--- src/rtl/systick_pkg.sv ---
package systick_pkg;

    typedef enum logic [1:0] {
        SEL_CTRL   = 2'd0,
        SEL_RELOAD = 2'd1,
        SEL_CUR    = 2'd2,
        SEL_CAL    = 2'd3
    } reg_sel_e;

    typedef enum logic {
        ST_HALT = 1'b0,
        ST_RUN  = 1'b1
    } run_state_e;

    localparam int REG_W     = 32;
    localparam int BIT_RUN   = 0;
    localparam int BIT_IE    = 1;
    localparam int BIT_SRC   = 2;
    localparam int BIT_FLAG  = 16;
    localparam int BIT_SKEW  = 30;
    localparam int BIT_NOREF = 31;
    localparam int CAL_CNT_W = 24;

endpackage

--- src/rtl/tick_ref_sync.sv ---
module tick_ref_sync #(
    parameter int SYNC_STAGES = 2
) (
    input  logic clk,
    input  logic rst_n,
    input  logic ref_in,
    output logic ref_rise
);

    logic [SYNC_STAGES-1:0] sync_q;
    logic                   prev_q;

    generate
        for (genvar i = 0; i < SYNC_STAGES; i++) begin : g_stage
            if (i == 0) begin : g_first
                always_ff @(posedge clk or negedge rst_n) begin
                    if (!rst_n) sync_q[i] <= 1'b0;
                    else        sync_q[i] <= ref_in;
                end
            end else begin : g_next
                always_ff @(posedge clk or negedge rst_n) begin
                    if (!rst_n) sync_q[i] <= 1'b0;
                    else        sync_q[i] <= sync_q[i-1];
                end
            end
        end
    endgenerate

    always_ff @(posedge clk or negedge rst_n) begin
        if (!rst_n) prev_q <= 1'b0;
        else        prev_q <= sync_q[SYNC_STAGES-1];
    end

    assign ref_rise = sync_q[SYNC_STAGES-1] & ~prev_q;

endmodule

--- src/rtl/tick_counter.sv ---
module tick_counter
    import systick_pkg::*;
#(
    parameter int CNT_W = 24
) (
    input  logic             clk,
    input  logic             rst_n,
    input  logic             ctrl_wr,
    input  logic             wr_run,
    input  logic             wr_ie,
    input  logic             wr_src,
    input  logic             ctrl_rd,
    input  logic             reload_wr,
    input  logic [CNT_W-1:0] reload_wdata,
    input  logic             cur_wr,
    input  logic             ref_rise,
    output logic [CNT_W-1:0] count,
    output logic [CNT_W-1:0] reload,
    output logic             running,
    output logic             irq_en,
    output logic             src_core,
    output logic             flag,
    output logic             irq
);

    run_state_e       state_q, state_d;
    logic [CNT_W-1:0] count_q;
    logic [CNT_W-1:0] reload_q;
    logic             ie_q, src_q, flag_q, irq_q;
    logic             tick, hit_zero;

    // run-control state machine: next-state logic
    always_comb begin
        state_d = state_q;
        unique case (state_q)
            ST_HALT: if (ctrl_wr && wr_run)  state_d = ST_RUN;
            ST_RUN:  if (ctrl_wr && !wr_run) state_d = ST_HALT;
            default: state_d = ST_HALT;
        endcase
    end

    always_ff @(posedge clk or negedge rst_n) begin
        if (!rst_n) state_q <= ST_HALT;
        else        state_q <= state_d;
    end

    assign tick     = (state_q == ST_RUN) && (src_q || ref_rise);
    assign hit_zero = tick && !cur_wr && (count_q == CNT_W'(1));

    always_ff @(posedge clk or negedge rst_n) begin
        if (!rst_n) begin
            count_q <= '0;
        end else if (cur_wr) begin
            count_q <= '0;
        end else if (tick) begin
            if (count_q == '0) count_q <= reload_q;
            else               count_q <= count_q - CNT_W'(1);
        end
    end

    always_ff @(posedge clk or negedge rst_n) begin
        if (!rst_n) begin
            reload_q <= '0;
            ie_q     <= 1'b0;
            src_q    <= 1'b0;
        end else begin
            if (reload_wr) reload_q <= reload_wdata;
            if (ctrl_wr) begin
                ie_q  <= wr_ie;
                src_q <= wr_src;
            end
        end
    end

    always_ff @(posedge clk or negedge rst_n) begin
        if (!rst_n) begin
            flag_q <= 1'b0;
            irq_q  <= 1'b0;
        end else begin
            irq_q <= hit_zero && ie_q;
            if (hit_zero)               flag_q <= 1'b1;
            else if (cur_wr || ctrl_rd) flag_q <= 1'b0;
        end
    end

    // outputs
    always_comb begin
        count    = count_q;
        reload   = reload_q;
        running  = (state_q == ST_RUN);
        irq_en   = ie_q;
        src_core = src_q;
        flag     = flag_q;
        irq      = irq_q;
    end

endmodule

--- src/rtl/tick_regs.sv ---
module tick_regs
    import systick_pkg::*;
#(
    parameter int               CNT_W     = 24,
    parameter logic             CAL_NOREF = 1'b0,
    parameter logic             CAL_SKEW  = 1'b1,
    parameter logic [CAL_CNT_W-1:0] CAL_TENMS = 24'd500
) (
    input  logic             bus_sel,
    input  logic             bus_write,
    input  logic [1:0]       bus_word,
    input  logic [REG_W-1:0] bus_wdata,
    input  logic [CNT_W-1:0] count,
    input  logic [CNT_W-1:0] reload,
    input  logic             running,
    input  logic             irq_en,
    input  logic             src_core,
    input  logic             flag,
    output logic             ctrl_wr,
    output logic             ctrl_rd,
    output logic             reload_wr,
    output logic             cur_wr,
    output logic             wr_run,
    output logic             wr_ie,
    output logic             wr_src,
    output logic [CNT_W-1:0] reload_wdata,
    output logic [REG_W-1:0] bus_rdata
);

    localparam int PAD_W = REG_W - CNT_W;

    reg_sel_e sel;
    logic     wdata_unused;

    assign sel          = reg_sel_e'(bus_word);
    assign ctrl_wr      = bus_sel &&  bus_write && (sel == SEL_CTRL);
    assign ctrl_rd      = bus_sel && !bus_write && (sel == SEL_CTRL);
    assign reload_wr    = bus_sel &&  bus_write && (sel == SEL_RELOAD);
    assign cur_wr       = bus_sel &&  bus_write && (sel == SEL_CUR);
    assign wr_run       = bus_wdata[BIT_RUN];
    assign wr_ie        = bus_wdata[BIT_IE];
    assign wr_src       = bus_wdata[BIT_SRC];
    assign reload_wdata = bus_wdata[CNT_W-1:0];
    assign wdata_unused = ^bus_wdata[REG_W-1:CNT_W];

    always_comb begin
        bus_rdata = '0;
        if (bus_sel) begin
            unique case (sel)
                SEL_CTRL: begin
                    bus_rdata[BIT_RUN]  = running;
                    bus_rdata[BIT_IE]   = irq_en;
                    bus_rdata[BIT_SRC]  = src_core;
                    bus_rdata[BIT_FLAG] = flag;
                end
                SEL_RELOAD: bus_rdata = {{PAD_W{1'b0}}, reload};
                SEL_CUR:    bus_rdata = {{PAD_W{1'b0}}, count};
                SEL_CAL: begin
                    bus_rdata[CAL_CNT_W-1:0] = CAL_TENMS;
                    bus_rdata[BIT_SKEW]      = CAL_SKEW;
                    bus_rdata[BIT_NOREF]     = CAL_NOREF;
                end
                default: bus_rdata = '0;
            endcase
        end
    end

endmodule

--- src/rtl/sys_tick_timer.sv ---
module sys_tick_timer
    import systick_pkg::*;
#(
    parameter int                   CNT_W       = 24,
    parameter int                   SYNC_STAGES = 2,
    parameter logic                 CAL_NOREF   = 1'b0,
    parameter logic                 CAL_SKEW    = 1'b1,
    parameter logic [CAL_CNT_W-1:0] CAL_TENMS   = 24'd500
) (
    input  logic        clk,
    input  logic        rst_n,
    input  logic        ref_clk_in,
    input  logic        bus_sel,
    input  logic        bus_write,
    input  logic [1:0]  bus_word,
    input  logic [31:0] bus_wdata,
    output logic [31:0] bus_rdata,
    output logic        tick_irq
);

    logic             ref_rise;
    logic             ctrl_wr, ctrl_rd, reload_wr, cur_wr;
    logic             wr_run, wr_ie, wr_src;
    logic [CNT_W-1:0] reload_wdata;
    logic [CNT_W-1:0] cnt_val, cnt_reload;
    logic             cnt_running, cnt_ie, cnt_src, cnt_flag;

    tick_ref_sync #(.SYNC_STAGES(SYNC_STAGES)) u_sync (
        .clk      (clk),
        .rst_n    (rst_n),
        .ref_in   (ref_clk_in),
        .ref_rise (ref_rise)
    );

    tick_regs #(
        .CNT_W     (CNT_W),
        .CAL_NOREF (CAL_NOREF),
        .CAL_SKEW  (CAL_SKEW),
        .CAL_TENMS (CAL_TENMS)
    ) u_regs (
        .bus_sel      (bus_sel),
        .bus_write    (bus_write),
        .bus_word     (bus_word),
        .bus_wdata    (bus_wdata),
        .count        (cnt_val),
        .reload       (cnt_reload),
        .running      (cnt_running),
        .irq_en       (cnt_ie),
        .src_core     (cnt_src),
        .flag         (cnt_flag),
        .ctrl_wr      (ctrl_wr),
        .ctrl_rd      (ctrl_rd),
        .reload_wr    (reload_wr),
        .cur_wr       (cur_wr),
        .wr_run       (wr_run),
        .wr_ie        (wr_ie),
        .wr_src       (wr_src),
        .reload_wdata (reload_wdata),
        .bus_rdata    (bus_rdata)
    );

    tick_counter #(.CNT_W(CNT_W)) u_cnt (
        .clk          (clk),
        .rst_n        (rst_n),
        .ctrl_wr      (ctrl_wr),
        .wr_run       (wr_run),
        .wr_ie        (wr_ie),
        .wr_src       (wr_src),
        .ctrl_rd      (ctrl_rd),
        .reload_wr    (reload_wr),
        .reload_wdata (reload_wdata),
        .cur_wr       (cur_wr),
        .ref_rise     (ref_rise),
        .count        (cnt_val),
        .reload       (cnt_reload),
        .running      (cnt_running),
        .irq_en       (cnt_ie),
        .src_core     (cnt_src),
        .flag         (cnt_flag),
        .irq          (tick_irq)
    );

endmodule

--- config.mk ---
export PLATFORM = sky130hd
export DESIGN_NAME = sys_tick_timer
export DESIGN_NICKNAME = d
export VERILOG_FILES = /design/src/rtl/systick_pkg.sv /design/src/rtl/tick_ref_sync.sv /design/src/rtl/tick_counter.sv /design/src/rtl/tick_regs.sv /design/src/rtl/sys_tick_timer.sv
export SDC_FILE = /design/constraint.sdc
export NUM_CORES = 1
export LEC_CHECK = 0
export ABC_CLOCK_PERIOD_IN_PS = 4400
export BUFFER_PORTS_ARGS = -buffer_cell sky130_fd_sc_hd__buf_2
export CORE_MARGIN = 2
export CORE_UTILIZATION = 60
export DETAILED_ROUTE_END_ITERATION = 7
export PLACE_DENSITY = 0.86
export SKIP_LAST_GASP = 1
export SLEW_MARGIN = 20
export SYNTH_ARGS = -nofsm -noshare
export SYNTH_HDL_FRONTEND = slang
export SYNTH_HIERARCHICAL = 1
export SYNTH_SLANG_ARGS = --single-unit
--- constraint.sdc ---
create_clock -name clk -period 4.4 [get_ports clk]
set_input_delay 0.44 -clock clk [delete_from_list [all_inputs] [get_ports clk]]
set_output_delay 0.44 -clock clk [all_outputs]
set_load 0.005 [all_outputs]
Word level (Yosys, flattened, before mapping)
Cells that the tools add are included.
{"block": "word_totals", "out_inout_bits": 33, "mem_count": 0, "word_cells": 53, "rom_bits": 0, "latch_bits": 0, "ramBits": 0, "ff_bits": 56, "in_bits": 39}
{"block": "classes", "n_eq_ne": 4, "mul": 0, "shifts": 0, "bitwise_logic": 3, "n_addsub": 1, "n_mux": 14, "n_div": 0, "n_reduce_logical": 21, "magnitude_cmp": 0}
{"op": "2-to-1 mux 24 bit", "count": 3}
{"op": "case mux 13 bit (3 select lines)", "count": 1}
{"op": "2-to-1 mux 32 bit", "count": 1}
{"op": "equality test 24 x 1 -> 1 bit (second input constant)", "count": 1}
{"op": "zero test 24 bit", "count": 1}
{"op": "subtractor 24 x 1 -> 24 bit (second input constant)", "count": 1}
{"op": "case mux 7 bit (2 select lines)", "count": 1}
{"op": "logical AND 1 bit", "count": 12}
{"op": "case mux 3 bit (4 select lines)", "count": 1}
{"op": "2-to-1 mux 1 bit", "count": 5}
{"op": "equality test 2 bit (second input constant)", "count": 2}
{"op": "case mux 1 bit (4 select lines)", "count": 1}
{"op": "nonzero test 2 bit", "count": 2}
{"op": "zero test 1 bit", "count": 3}
{"op": "equality test 2 x 1 -> 1 bit (second input constant)", "count": 1}
{"op": "zero test 2 bit", "count": 1}
{"op": "logical OR 1 bit", "count": 2}
{"op": "inverter 1 bit", "count": 2}
{"op": "case mux 1 bit (2 select lines)", "count": 1}
{"op": "bitwise AND 1 bit", "count": 1}

Depth between registers and ports, before layout
{"block": "logic_depth", "ltp_word": 7, "depth_mapped": 9, "ltp_nobuf": 7}

By module
The synthesis kept the hierarchy.
{"mod": "tick_counter", "area_per_inst_um2": 2827.7, "seq_area_each_um2": 1326.3, "cells_each": 278, "n_inst": 1}
{"mod": "tick_regs", "area_per_inst_um2": 747.0, "seq_area_each_um2": 0.0, "cells_each": 111, "n_inst": 1}
{"mod": "tick_ref_sync", "area_per_inst_um2": 88.8, "seq_area_each_um2": 75.1, "cells_each": 4, "n_inst": 1}

Worst setup path before layout
Ideal clock, no wire load.
{"block": "synth_path", "path_type": "input to register", "start": "input port bus_word[0]", "end": "register u_cnt.count_q[7], in the netlist u_cnt/count[7]", "slack_ns": 2.282, "cell_stages": 9, "setup_time_ns": 0.149, "t_arrival_ns": 1.969, "required_time_ns": 4.251, "path_buffers": 3, "cell_sequence": "inv_1 -> ha_1 -> buf_4 -> buf_2 -> and3_1 -> clkbuf_1 -> o21ai_0 -> o41ai_1 -> a221oi_2"}
{"block": "synth_via", "elab_chain_len": 3, "elab_cells_between_ends": 4, "classes_between": "eq/ne (1); mux (1); reduce/logical (2)"}
{"element": "start: declaration", "line": "sys_tick_timer.sv:15", "source": "input logic [1:0] bus_word,"}
{"element": "equality test 2 bit *", "line": "tick_regs.sv:39", "source": "assign cur_wr = bus_sel && bus_write && (sel == SEL_CUR);"}
{"element": "logical AND 1 bit *", "line": "tick_regs.sv:39"}
{"element": "net cur_wr", "line": "sys_tick_timer.sv:22", "source": "logic ctrl_wr, ctrl_rd, reload_wr, cur_wr;"}
{"element": "2-to-1 mux 24 bit or nonzero test 2 bit (tied branches)"}
{"element": "end signal: assignment", "line": "tick_counter.sv:56", "source": "if (count_q == '0) count_q <= reload_q;"}
{"element": "end signal: assignment", "line": "tick_counter.sv:57", "source": "else count_q <= count_q - CNT_W'(1);"}
{"element": "end: declaration", "line": "tick_counter.sv:27", "source": "logic [CNT_W-1:0] count_q;"}
The timed path passes the listed nets; every way through them passes the cells marked *.
A chain may end at the register's enable or synchronous reset.

Final worst setup path
{"block": "layout_path", "start": "register u_cnt.count_q[16], in the netlist u_cnt/count[16]", "end": "register u_cnt.count_q[2], in the netlist u_cnt/count[2]"}
{"block": "layout_via", "elab_chain_len": 4}
{"element": "zero test 24 bit", "line": "tick_counter.sv:56"}
{"element": "2-to-1 mux 24 bit", "line": "tick_counter.sv:56"}
{"element": "2-to-1 mux 24 bit", "line": "tick_counter.sv:55", "source": "end else if (tick) begin"}
{"element": "2-to-1 mux 24 bit", "line": "tick_counter.sv:53", "source": "end else if (cur_wr) begin"}
No other way between the ends. The select of a mux whose other input is x is not followed.

==> impl_results.md <==
- Status: finished clean
- Max cap viols: 0
- Worst-Skew Late Latency: 0.31 ns
- PwrDens: 471 nW/µm²
- Largest net degree at the start of global routing: 57
- Worst setup EP type: flip-flop
- Initial DRC Count: 423
- Layout cells sized above 1: 26.9%
- Area delta synth->final: 4.20%
- Post-CTS setup buffer count: 0
- Post-synthesis sequential area ratio: 38.3%
- Mapped Cells: 393
- Std-Cell Rows: 28
- Fin nets: 458
- Reg clk slew, reported paths: 0.10 ns
- Final setup fails: 0
- # fillers: 511
- HP Class: primary input to flip-flop
- Reg2reg setup slack: 1.54 ns
- Min cycle time layout: 2.86 ns
- Core area: 5920 µm²
- WL final: 8870 µm
- Post-synth ARST share: 100%
- Top FF cell, synth: dfrtp_1
- Syn Std Cell Area: 3660 µm²
- Final worst path period share: 65.0%
- Root buf cell: clkbuf_8
- Storage element area: 1400 µm²
- Post-synth EDFFs: 0
- Post-synthesis sequential element count: 56
- Clock buffer depth: 2
- Multi-input gate area in the final layout: 1840 µm²
- Synth warn: 6
- Post-CTS Hold Buffers: 0
- Initial core utilization: 61.9%
- Worst EP required: 4.61 ns
- Die footprint: 6750 µm²
- Leakage: 1.65 nW
- Die Height: 82.1 µm
- Vias in the first global route: 3051
- Syn Area/Cell: 9.32 µm²
- Synth unique cells: 54
- Antenna violations before repair: 0
- Critical Path Source Type: flip-flop
- GP Congestion: 0.958
- Sink Count: 56
- Crit-path max FO: 13
- Via count: 3160
- Drt via density: 6.49
- Hold Violations, Final: 0
- # diodes: 0
- Max-slew violations: 0
- Arr. time, crit path: 3.07 ns
- VDD IR max: 0.000240 V
- Remaining global-route overflow: 0
- Final Skew: 0.00718 ns
- CTS tree: yes
- Routed len/inst: 18.2 µm
- Commonest cells after routing, fill and taps aside: buf_2 (56), dfrtp_1 (56), nor2_1 (31), mux2_2 (22), nand2_1 (20)
- Detailed placer's ending HPWL: 6070 µm
- Global-route wire length before repair: 14600 µm
- Max H-tree Level: 2
- Final setup TNS: 0 ns
- Drt pass-1 iters: 5
- Post-route DRC: 0
- Die span in x: 82.1 µm
- Fmax: 0.350 GHz
- Input/output buffers: 56
- IO Count: 72
- Placed insts: 479
- RSZ-0062 raised after global routing: no
- Number of buffers created by CTS: 5
- GRT Total Usage: 28.0%
- Max-Slew Margin vs Limit: 47.1%
- Crit path kind: flip-flop to flip-flop
- Post-CTS Resized: 0
- Layout Cells excl Fill: 487
- Antenna Violating Nets Remaining: 0
- Slew at the pin closest to its max-slew limit: 0.791 ns
[per-stage QoR]
| stage | util [%] | setup slack (ns) | instance area (µm²) | power, mW | hold slack, ns |
|---|---|---|---|---|---|
| 4_1_cts | 64.5 | 1.60 | 3820 | 1.78 | 0.219 |
| 2_1_floorplan | - | 2.28 | 3690 | 1.32 | 0.144 |
| 3_3_place_gp | 63.0 | 1.64 | 3730 | 1.46 | 0.332 |
| 6_report | 64.5 | 1.54 | 3820 | 1.80 | 0.223 |
| 3_5_place_dp | 63.0 | 1.62 | 3730 | 1.50 | 0.337 |
| 5_1_grt | 64.5 | 1.35 | 3820 | 1.92 | 0.215 |
[registers in the layout, summed over array words and instances, names as in the netlist, named ones only]
signal / flops
u_cnt/irq_en: 1
u_sync/prev_q: 1
u_cnt/count: 24
u_cnt/flag: 1
u_sync/sync_q: 2
u_cnt/irq: 1
u_cnt/src_core: 1
u_cnt/reload: 24
[worst paths after layout]
kind	startpoint	to	cells past startpoint
worst max-delay path	u_cnt/count[16]$_DFFE_PN0P_	u_cnt/count[2]$_DFFE_PN0P_	5
worst min-delay path	ref_clk_in	u_sync/sync_q[0]$_DFF_PN0_	1
worst max register to register	u_cnt/count[16]$_DFFE_PN0P_	u_cnt/count[2]$_DFFE_PN0P_	5
worst min register to register	u_sync/sync_q[0]$_DFF_PN0_	u_sync/sync_q[1]$_DFF_PN0_	0
max in group asynchronous	rst_n	u_cnt/count[6]$_DFFE_PN0P_	2
min in group asynchronous	rst_n	u_cnt/reload[4]$_DFFE_PN0P_	2
[per-layer routing]
metal	GRT usage, %	share of wire [%]	up-vias
met5	0	0	-
met4	8.17	1.1	0
met3	5.65	8.9	14
met2	46.8	47	170
met1	36.9	43	1528
li1	-	-	1448
[layout make-up]
type	instances	area share [%]
repair buffers	63	8.72
clock inverters	3	0.492
flip-flops and latches	56	36.7
clock buffers	5	1.80
multi-input cells	268	48.1
well taps	75	2.46
inverters	17	1.67
[worst max-delay path, stage by stage, from the launching register on]
cell and delay, ns:
dfrtp_1 0.45, or4_1 0.67, nor2_2 0.52, nand2_1 0.49, mux2_2 0.41, a32o_1 0.20
[logic make-up (layout without fill, tap and decap cells)]
group | after synthesis | after routing | synth area share [%]
AND/OR/NAND/NOR | 121 | 121 | 17.8
AO/OA/AOI/OAI | 108 | 108 | 21.6
buffers and inverters | 75 | 88 | 12.2
flip-flops | 56 | 56 | 38.3
multiplexers | 24 | 24 | 7.31
adder cells (fa/ha/maj) | 8 | 8 | 2.73
other | 1 | 7 | 0.102
[synth_stat cells, drive strengths merged (4+ instances only)]
cell type	n	area [µm²]
and3	7	43.8
o41ai	5	43.8
o21ai	29	145
a211oi	5	37.5
nor3	14	75.1
nand3	13	65.1
inv	16	60.1
a221oi	15	175
nand4	5	31.3
nand2	20	75.1
dfrtp	56	1400
nor2	34	145
ha	8	100
buf	50	354
clkbuf	8	30.0
a21oi	15	75.1
mux2	22	248
a22oi	15	113
or4	4	30.0
nor2b	6	45.0
a32o	5	50.1
nor4	6	56.3
[power by group]
group	switching [mW]	internal (mW)
Sequential	0.170	0.638
Clock	0.173	0.112
Combinational	0.410	0.295
Total	0.753	1.04
(Power assumes the default switching activity.)
